$ cat config.mk
export PLATFORM = sky130hd
export DESIGN_NAME = cache_maint_seq
export DESIGN_NICKNAME = d
export VERILOG_FILES = /design/src/rtl/mnt_pkg.sv /design/src/rtl/mnt_tag_hit.sv /design/src/rtl/mnt_datapath.sv /design/src/rtl/mnt_ctrl.sv /design/src/rtl/cache_maint_seq.sv
export SDC_FILE = /design/constraint.sdc
export NUM_CORES = 1
export LEC_CHECK = 0
export ABC_AREA = 1
export BUFFER_PORTS_ARGS = -buffer_cell sky130_fd_sc_hd__buf_2
export CORE_AREA = 2 2 140 142
export DETAILED_ROUTE_END_ITERATION = 10
export DIE_AREA = 0 0 142 144
export PLACE_DENSITY = 0.78
export SYNTH_ARGS = -nofsm -noshare
export SYNTH_HDL_FRONTEND = slang
export SYNTH_HIERARCHICAL = 1
export SYNTH_SLANG_ARGS = --single-unit
$ cat constraint.sdc
create_clock -name clk -period 4.3 [get_ports clk]
set_clock_uncertainty 0.1 [all_clocks]
set_input_delay 0.86 -clock clk [delete_from_list [all_inputs] [get_ports clk]]
set_output_delay 0.86 -clock clk [all_outputs]
set_load 0.1 [all_outputs]
$ cat src/rtl/mnt_pkg.sv
package mnt_pkg;

  localparam int CMD_W     = 8;
  localparam int SEL_D_BIT = 6;
  localparam int SEL_I_BIT = 7;
  localparam int PUSH_BIT  = 5;
  localparam int SCOPE_LO  = 3;
  localparam int LINE_WORDS = 4;

  typedef enum logic [1:0] {
    SCOPE_LINE0 = 2'd0,
    SCOPE_LINE  = 2'd1,
    SCOPE_PAGE  = 2'd2,
    SCOPE_ALL   = 2'd3
  } scope_t;

  typedef enum logic [1:0] {
    ST_IDLE = 2'd0,
    ST_LOOK = 2'd1,
    ST_PUSH = 2'd2
  } seqState_t;

  // strobes from control into the datapath
  typedef struct packed {
    logic load;
    logic advance;
    logic capture;
    logic pop;
    logic clr;
    logic useLatched;
  } seqStrobe_t;

  // conditions reported back by the datapath
  typedef struct packed {
    logic noSel;
    logic needPush;
    logic lastLine;
    logic pendLast;
  } seqStatus_t;

endpackage

$ cat src/rtl/mnt_tag_hit.sv
module mnt_tag_hit #(
  parameter int WAYS  = 4,
  parameter int TAG_W = 22
) (
  input  logic                  enable,
  input  logic                  matchAll,
  input  logic [TAG_W-1:0]      lookTag,
  input  logic [WAYS*TAG_W-1:0] wayTags,
  input  logic [WAYS-1:0]       wayValid,
  output logic [WAYS-1:0]       hit
);

  for (genvar w = 0; w < WAYS; w++) begin : g_way
    logic tagEq;
    assign tagEq  = (wayTags[w*TAG_W +: TAG_W] == lookTag);
    assign hit[w] = enable & wayValid[w] & (matchAll | tagEq);
  end

endmodule

$ cat src/rtl/mnt_datapath.sv
module mnt_datapath
  import mnt_pkg::*;
#(
  parameter int ADDR_W = 32,
  parameter int SETS   = 64,
  parameter int WAYS   = 4
) (
  input  logic                clk,
  input  logic                rstN,
  input  seqStrobe_t          stb,
  output seqStatus_t          status,
  input  logic [CMD_W-1:0]    cmdWord,
  input  logic [ADDR_W-1:0]   baseAddr,
  input  logic                page8k,
  output logic [$clog2(SETS)-1:0] lkIdx,
  input  logic [WAYS*(ADDR_W-$clog2(SETS)-4)-1:0] dTags,
  input  logic [WAYS-1:0]     dValid,
  input  logic [WAYS*LINE_WORDS-1:0] dDirty,
  output logic [((WAYS > 1) ? $clog2(WAYS) : 1)-1:0] dRdWay,
  output logic [1:0]          dRdWord,
  input  logic [31:0]         dRdData,
  input  logic [WAYS*(ADDR_W-$clog2(SETS)-4)-1:0] iTags,
  input  logic [WAYS-1:0]     iValid,
  output logic [WAYS-1:0]     dClrWays,
  output logic [WAYS-1:0]     iClrWays,
  output logic [ADDR_W-1:0]   wbAddr,
  output logic [31:0]         wbData
);

  localparam int IDX_W     = $clog2(SETS);
  localparam int TAG_W     = ADDR_W - IDX_W - 4;
  localparam int PEND_W    = WAYS * LINE_WORDS;
  localparam int PICK_W    = $clog2(PEND_W);
  localparam int WAY_W     = (WAYS > 1) ? $clog2(WAYS) : 1;
  localparam int MAX_LINES = (SETS > 512) ? SETS : 512;
  localparam int CNT_W     = $clog2(MAX_LINES) + 1;

  logic [ADDR_W-1:0] curAddr;
  logic [CNT_W-1:0]  linesLeft;
  logic              selDQ, selIQ, allQ, pushQ;
  logic [PEND_W-1:0] pendQ;
  logic [WAYS-1:0]   hitDQ, hitIQ;

  logic [ADDR_W-1:0] alignAddr;
  logic [CNT_W-1:0]  lineCnt;
  scope_t            scope;
  logic              unusedCmdBits;

  assign scope         = scope_t'(cmdWord[SCOPE_LO +: 2]);
  assign unusedCmdBits = ^cmdWord[SCOPE_LO-1:0];

  // range of the incoming command
  always_comb begin
    case (scope)
      SCOPE_ALL: begin
        alignAddr = '0;
        lineCnt   = CNT_W'(SETS);
      end
      SCOPE_PAGE: begin
        if (page8k) begin
          alignAddr = baseAddr & ~(ADDR_W'(8191));
          lineCnt   = CNT_W'(512);
        end else begin
          alignAddr = baseAddr & ~(ADDR_W'(4095));
          lineCnt   = CNT_W'(256);
        end
      end
      default: begin
        alignAddr = baseAddr & ~(ADDR_W'(15));
        lineCnt   = CNT_W'(1);
      end
    endcase
  end

  // lookup of the current line
  logic [TAG_W-1:0]  lookTag;
  logic [WAYS-1:0]   hitD, hitI;
  logic [PEND_W-1:0] dirtyHit;

  assign lkIdx   = curAddr[IDX_W+3:4];
  assign lookTag = curAddr[ADDR_W-1:IDX_W+4];

  mnt_tag_hit #(.WAYS(WAYS), .TAG_W(TAG_W)) u_hitD (
    .enable(selDQ), .matchAll(allQ), .lookTag(lookTag),
    .wayTags(dTags), .wayValid(dValid), .hit(hitD)
  );

  mnt_tag_hit #(.WAYS(WAYS), .TAG_W(TAG_W)) u_hitI (
    .enable(selIQ), .matchAll(allQ), .lookTag(lookTag),
    .wayTags(iTags), .wayValid(iValid), .hit(hitI)
  );

  for (genvar w = 0; w < WAYS; w++) begin : g_dirty
    for (genvar k = 0; k < LINE_WORDS; k++) begin : g_word
      assign dirtyHit[w*LINE_WORDS+k] = dDirty[w*LINE_WORDS+k] & hitD[w];
    end
  end

  // lowest pending longword goes out first
  logic [PICK_W-1:0] pick;
  always_comb begin
    pick = '0;
    for (int i = PEND_W - 1; i >= 0; i--) begin
      if (pendQ[i]) pick = PICK_W'(i);
    end
  end

  logic [TAG_W-1:0] pushTag;
  assign dRdWay  = WAY_W'(pick >> 2);
  assign dRdWord = pick[1:0];
  assign pushTag = dTags[dRdWay*TAG_W +: TAG_W];
  assign wbAddr  = {pushTag, lkIdx, dRdWord, 2'b00};
  assign wbData  = dRdData;

  assign dClrWays = stb.clr ? (stb.useLatched ? hitDQ : hitD) : '0;
  assign iClrWays = stb.clr ? (stb.useLatched ? hitIQ : hitI) : '0;

  assign status.noSel    = ~(cmdWord[SEL_D_BIT] | cmdWord[SEL_I_BIT]);
  assign status.needPush = pushQ & (|dirtyHit);
  assign status.lastLine = (linesLeft == CNT_W'(1));
  assign status.pendLast = (pendQ != '0) && ((pendQ & (pendQ - PEND_W'(1))) == '0);

  always_ff @(posedge clk) begin
    if (!rstN) begin
      curAddr   <= '0;
      linesLeft <= '0;
      selDQ     <= 1'b0;
      selIQ     <= 1'b0;
      allQ      <= 1'b0;
      pushQ     <= 1'b0;
    end else if (stb.load) begin
      curAddr   <= alignAddr;
      linesLeft <= lineCnt;
      selDQ     <= cmdWord[SEL_D_BIT];
      selIQ     <= cmdWord[SEL_I_BIT];
      allQ      <= (scope == SCOPE_ALL);
      pushQ     <= cmdWord[PUSH_BIT];
    end else if (stb.advance) begin
      curAddr   <= curAddr + ADDR_W'(16);
      linesLeft <= linesLeft - CNT_W'(1);
    end
  end

  always_ff @(posedge clk) begin
    if (!rstN) begin
      pendQ <= '0;
      hitDQ <= '0;
      hitIQ <= '0;
    end else if (stb.capture) begin
      pendQ <= dirtyHit;
      hitDQ <= hitD;
      hitIQ <= hitI;
    end else if (stb.pop) begin
      pendQ <= pendQ & ~(PEND_W'(1) << pick);
    end
  end

endmodule

$ cat src/rtl/mnt_ctrl.sv
module mnt_ctrl
  import mnt_pkg::*;
(
  input  logic       clk,
  input  logic       rstN,
  input  logic       cmdValid,
  input  logic       wbReady,
  input  seqStatus_t status,
  output seqStrobe_t stb,
  output logic       cmdReady,
  output logic       wbValid,
  output logic       done,
  output logic       lineBufInval
);

  seqState_t state, nextState;
  logic      finish;
  logic      doneQ, lbiQ;

  assign cmdReady     = (state == ST_IDLE) && !doneQ;
  assign done         = doneQ;
  assign lineBufInval = lbiQ;

  always_comb begin
    stb       = '0;
    nextState = state;
    finish    = 1'b0;
    wbValid   = 1'b0;
    case (state)
      ST_IDLE: begin
        if (cmdValid && cmdReady) begin
          stb.load = 1'b1;
          if (status.noSel) finish = 1'b1;
          else              nextState = ST_LOOK;
        end
      end
      ST_LOOK: begin
        if (status.needPush) begin
          stb.capture = 1'b1;
          nextState   = ST_PUSH;
        end else begin
          stb.clr     = 1'b1;
          stb.advance = 1'b1;
          if (status.lastLine) begin
            finish    = 1'b1;
            nextState = ST_IDLE;
          end
        end
      end
      ST_PUSH: begin
        wbValid = 1'b1;
        if (wbReady) begin
          stb.pop = 1'b1;
          if (status.pendLast) begin
            stb.clr        = 1'b1;
            stb.useLatched = 1'b1;
            stb.advance    = 1'b1;
            if (status.lastLine) begin
              finish    = 1'b1;
              nextState = ST_IDLE;
            end else begin
              nextState = ST_LOOK;
            end
          end
        end
      end
      default: nextState = ST_IDLE;
    endcase
  end

  always_ff @(posedge clk) begin
    if (!rstN) begin
      state <= ST_IDLE;
      doneQ <= 1'b0;
      lbiQ  <= 1'b0;
    end else begin
      state <= nextState;
      doneQ <= finish;
      lbiQ  <= stb.load;
    end
  end

endmodule

$ cat src/rtl/cache_maint_seq.sv
module cache_maint_seq
  import mnt_pkg::*;
#(
  parameter int ADDR_W = 32,
  parameter int SETS   = 64,
  parameter int WAYS   = 4
) (
  input  logic                clk,
  input  logic                rstN,
  input  logic                cmdValid,
  output logic                cmdReady,
  input  logic [7:0]          cmdWord,
  input  logic [ADDR_W-1:0]   baseAddr,
  input  logic                page8k,
  output logic [$clog2(SETS)-1:0] lkIdx,
  input  logic [WAYS*(ADDR_W-$clog2(SETS)-4)-1:0] dTags,
  input  logic [WAYS-1:0]     dValid,
  input  logic [WAYS*4-1:0]   dDirty,
  output logic [((WAYS > 1) ? $clog2(WAYS) : 1)-1:0] dRdWay,
  output logic [1:0]          dRdWord,
  input  logic [31:0]         dRdData,
  input  logic [WAYS*(ADDR_W-$clog2(SETS)-4)-1:0] iTags,
  input  logic [WAYS-1:0]     iValid,
  output logic                clrEn,
  output logic [WAYS-1:0]     dClrWays,
  output logic [WAYS-1:0]     iClrWays,
  output logic                wbValid,
  input  logic                wbReady,
  output logic [ADDR_W-1:0]   wbAddr,
  output logic [31:0]         wbData,
  output logic                lineBufInval,
  output logic                done
);

  seqStrobe_t stb;
  seqStatus_t status;

  assign clrEn = stb.clr;

  mnt_ctrl u_ctrl (
    .clk(clk), .rstN(rstN), .cmdValid(cmdValid), .wbReady(wbReady),
    .status(status), .stb(stb), .cmdReady(cmdReady), .wbValid(wbValid),
    .done(done), .lineBufInval(lineBufInval)
  );

  mnt_datapath #(.ADDR_W(ADDR_W), .SETS(SETS), .WAYS(WAYS)) u_dp (
    .clk(clk), .rstN(rstN), .stb(stb), .status(status),
    .cmdWord(cmdWord), .baseAddr(baseAddr), .page8k(page8k),
    .lkIdx(lkIdx), .dTags(dTags), .dValid(dValid), .dDirty(dDirty),
    .dRdWay(dRdWay), .dRdWord(dRdWord), .dRdData(dRdData),
    .iTags(iTags), .iValid(iValid),
    .dClrWays(dClrWays), .iClrWays(iClrWays),
    .wbAddr(wbAddr), .wbData(wbData)
  );

endmodule

# Yosys cells after proc, flatten, opt, wreduce, memory -nomap -nowiden
# Index checks and enable logic that the tools add are counted.
# classes
shifts	2
n_mux	59
n_eq_ne	18
add_sub_neg	3
multipliers	1
reduce_logical	11
bitwise_logic	45
# ops
op	n
$eq 22x22->1	8
$shiftx 88x8->22	1
$mux 4	20
$mux 32	2
$pmux 32 s2	1
$and 1x1->1	33
$add 32x5->32 const B	1
$and 16x16->16	2
$mux 16	2
$mux 10	3
$pmux 10 s2	1
$mux 1	17
$logic_not 16->1	1
$not 16->16	1
$reduce_bool 16->1	1
$reduce_or 16->1	1
$shl 1x4->16 const A	1
$sub 16x1->16 const B	1
$mux 2	7
$mux 13	1
$eq 10x1->1 const B	1
$sub 10x1->10 const B	1
$or 1x1->1	9
$eq 2x2->1 const B	3
other kinds (14)	20
# word_totals
register_bits	74
in_bits	277

# Depth between registers and ports, before layout
# logic_depth
ltp_word	21
ltp_mapped	21
ltp_nobuf	19

# By module
# Netlist, hierarchy kept.
# by_module_without_submodules
module	cells_per_inst	area_per_inst_um2	n_inst
mnt_datapath	786	5048.6	1
mnt_tag_hit	426	1679.1	2
mnt_ctrl	56	344.1	1

# Least setup slack after synthesis
# No wires, ideal clock.
# synth_path
path_type	input to output
start	input dTags[78]
end	output dClrWays[2]
stages	16
t_arrival_ns	4.765
path_slack_ns	-1.425
path_buffers	0
path_cell_list	inv_1 -> nand2_1 -> nand2_1 -> nor2_2 -> nand2_1 -> nor2_1 -> nand3_1 -> a21oi_1 -> nand2_1 -> inv_1 -> a2111oi_0 -> a31oi_1 -> o22ai_1 -> and2_1 -> o21ai_0 -> a21oi_1
# synth_lines
item	line	rtl
start, declared	cache_maint_seq.sv:16	input logic [WAYS*(ADDR_W-$clog2(SETS)-4)-1:0] dTags,
end, declared	cache_maint_seq.sv:25	output logic [WAYS-1:0] dClrWays,

==> run summary <==
Crit-path cells -> buf_2 > xor2_2 > nor2_2 > nand2_2 > nor2_4 > nand3_4 > a21oi_4 > nand2_2 > nand4_1 > a2111oi_2 > a31oi_1 > o22ai_2 > and2_4 > o21ai_4 > a21oi_4 > buf_12
Top Ports -> 364
Area share of the largest cell type after synthesis -> 28.1%
Register area share after synthesis -> 16.0%
Most common cell in the netlist -> nand2_1
Clock Tree Buf Depth -> 2
Hold Path Class -> flop to flop
Crit path max fanout -> 5
Synth unique cells -> 51
WP data required -> 3.34 ns
Synth Warn # -> 6
CTS tree -> built
Post-CTS Hold Buffers -> 0
Final hold viol count -> 0
Family with the most delay on the worst path -> compound AO/OA/AOI/OAI gates
Synthesized flop and latch total -> 70
Max transition margin -> 63.9%
Fmax -> 233 MHz
Num CTS Buffers -> 9
Row Count -> 51
Routability congestion estimate from global placement -> 0.952
Largest net degree at the start of global routing -> 52
Nature of the critical path startpoint -> primary input
CP max stage delay -> 0.35 ns
Primary FF master, synth -> dfxtp_1
Multi-input gate area -> 0.00601 mm^2
Status -> completed
Largest area contributor in the synthesized netlist -> nand2_1
Drt drc -> 0
Vias in the first global route -> 10194
GRT Residual Overflow -> 0
Mapped Cells -> 1694
Initial antenna violation count -> 8
Vias -> 11456
Hold_sp -> u_dp/linesLeft[2]$_SDFFE_PN0P_
Synthesized cell area -> 0.00875 mm^2
CTS Sinks -> 70
Layout Utilization -> 58.3%
Synth cell count leaders -> nand2_1, inv_1, nor2_1
Crit end category -> primary output
Fin crit share -> 99.8%
Initial core utilization -> 45.9%
Static Leak -> 6.18 nW
Drt wl/cell -> 14.8 um
Die Wd -> 142 um
Total GRT Usage -> 30.5%
Worst VDD drop -> 0.000788 V
Root buf cell -> clkbuf_16
Post-DP HPWL -> 26.2 mm
Setup_tns -> 0 ns
Iteration-0 DRC Markers -> 886
Min Tclk post-route -> 4.29 ns
R2r startpoint -> u_dp/curAddr[28]$_SDFFE_PN0P_
Die ar. -> 0.0204 mm^2
Post-synth EDFFs -> 0
Final net count -> 2254
Max-slew violations -> 0
Worst slew pin tran -> 0.538 ns
CP max stage cell -> a2111oi_2
# setup viols final -> 0
First-pass GRT wire length -> 49.6 mm
PortBufs -> 290
Core Region -> 0.0191 mm^2
Async SR Flop Fraction -> 0%
Syn avg cell area -> 5.17 um^2
Die height -> 144 um
Max-Cap Viols -> 0
# fillers -> 1942
Largest cells by area after synthesis -> nand2_1, dfxtp_1, inv_1
Worst path arrival time -> 3.33 ns
Worst-path clk slew -> 0.06 ns
P&R area growth vs syn -> 27.2%
Worst setup path category -> primary input to primary output
Reg2reg path depth -> 20
Power density cells -> 773 mW/mm^2
R2R Path End -> u_dp/curAddr[19]$_SDFFE_PN0P_
Register area -> 0.00141 mm^2
CP bufs+invs -> 2
Overall power -> 8.61 mW
Worst hold path endpoint -> u_dp/linesLeft[2]$_SDFFE_PN0P_
Drt via density -> 5.16
DRT Pass-1 Iters -> 5
Clock Latency Late Sink -> 0.33 ns
H-tree Lvls -> 3
Number of routed nets with antenna violations -> 0
Share of cells above drive strength 1 -> 25.0%
R2R Setup Slk -> 0.60 ns
Post-Route WL -> 32.8 mm
Min-Delay Path Depth -> 2
worst max path at each step:
stage	start	end	slack [ns]	depth (start not counted)
after floorplan	dTags[78]	dClrWays[2]	-0.01	16
after global routing	dTags[59]	dClrWays[0]	-0.11	18
after detailed placement	dTags[54]	iClrWays[1]	-0.18	18
after global placement	dTags[54]	dClrWays[2]	-0.15	18
after CTS	dTags[73]	dClrWays[2]	0.01	18
final	dTags[44]	dClrWays[2]	0.009	16
cell families after synthesis:
group	after synthesis	share of synthesized area, %
and+or+nand+nor	982	45.2
buffers and inverters	357	17.9
AOI/OAI and AO/OA	231	15.2
DFF	70	16.0
xor gates and xnor gates	46	4.60
adders and majority gates	7	1.00
other	1	0.0429
cell type report:
type | count | area share (%)
repair buffers | 351 | 18.9
multi-input cells | 1269 | 54.0
clock inverters | 1 | 0.270
diodes | 9 | 0.202
well taps | 238 | 2.68
inverters | 269 | 9.10
flip-flops and latches | 70 | 12.7
clock buffers | 15 | 2.23
metrics by stage:
| stage | hold slack (ns) | worst slack, ns | instances | instance area [um^2] |
|---|---|---|---|---|
| floorplan | 0.330 | -0.0139 | 1695 | 8820 |
| global placement | 0.378 | -0.145 | 2193 | 10600 |
| detailed placement | 0.384 | -0.177 | 2193 | 10600 |
| CTS | 0.396 | 0.0105 | 2210 | 10900 |
| global route | 0.415 | -0.108 | 2218 | 11100 |
| finish | 0.400 | 0.00866 | 2222 | 11100 |
worst reg2reg max path, stage by stage (launching register included):
cell       delay, ns
dfxtp_1         0.55
inv_2           0.10
nand2_1         0.07
nand2_1         0.05
nor2_1          0.10
nand2_1         0.07
nor2_2          0.17
nand3_4         0.13
a21oi_4         0.28
nand2_2         0.10
nand4_1         0.20
a2111oi_2       0.08
a31oi_1         0.26
o22ai_2         0.15
and2_2          0.25
buf_4           0.19
nor2_1          0.13
inv_1           0.07
buf_4           0.24
o21ai_0         0.19
a31oi_1         0.08
power breakdown:
group	internal [mW]	switching [mW]	total, mW
combinational	1.59	5.18	6.77
clock	0.451	0.264	0.715
sequential	0.834	0.292	1.13
timing repair:
action	in CTS	in global routing
buffers inserted	1	2
gates cloned	0	1
pin swaps	2	34
resized for setup	6	70
endpoints found under the hold margin	0	0
endpoints found under the setup margin	9	9
registers in the layout, indices dropped and copies added (netlist names):
register / flops
u_dp/curAddr: 28
u_dp/pendQ: 16
u_dp/linesLeft: 10
u_dp/hitDQ: 4
u_dp/hitIQ: 4
u_ctrl/state: 2
u_ctrl/done: 1
u_ctrl/lineBufInval: 1
u_dp/allQ: 1
u_dp/pushQ: 1
u_dp/selDQ: 1
u_dp/selIQ: 1
layout by cell type, fill, tap and decap left out, drive strengths merged, types with 2 or more instances in the layout:
cell | synthesis | layout
diode | 0 | 9
a21oi | 39 | 39
inv | 265 | 265
a2111oi | 3 | 3
o41ai | 2 | 2
conb | 1 | 2
a211oi | 5 | 5
a32oi | 2 | 2
o221ai | 2 | 2
o21ai | 110 | 110
nor3 | 16 | 16
o21a | 3 | 3
xnor2 | 28 | 28
clkbuf | 21 | 15
clkinv | 4 | 4
o2111ai | 2 | 2
a31oi | 28 | 28
dfxtp | 70 | 70
o211ai | 3 | 3
nand3 | 41 | 41
ha | 7 | 7
a221oi | 5 | 5
buf | 67 | 351
o22ai | 22 | 22
nor2 | 239 | 239
o31ai | 3 | 3
xor2 | 18 | 18
and2 | 1 | 2
nand2 | 663 | 663
nand4 | 18 | 18
layer usage:
layer	global-route usage, %	part of all wire (%)	vias to the layer above
li1	-	-	5757
met1	37.7	40	5091
met2	52.0	47	517
met3	5.43	9.4	87
met4	13.4	3.6	4
met5	0	0.091	-
Note: power is estimated with default switching activity, not from simulation.
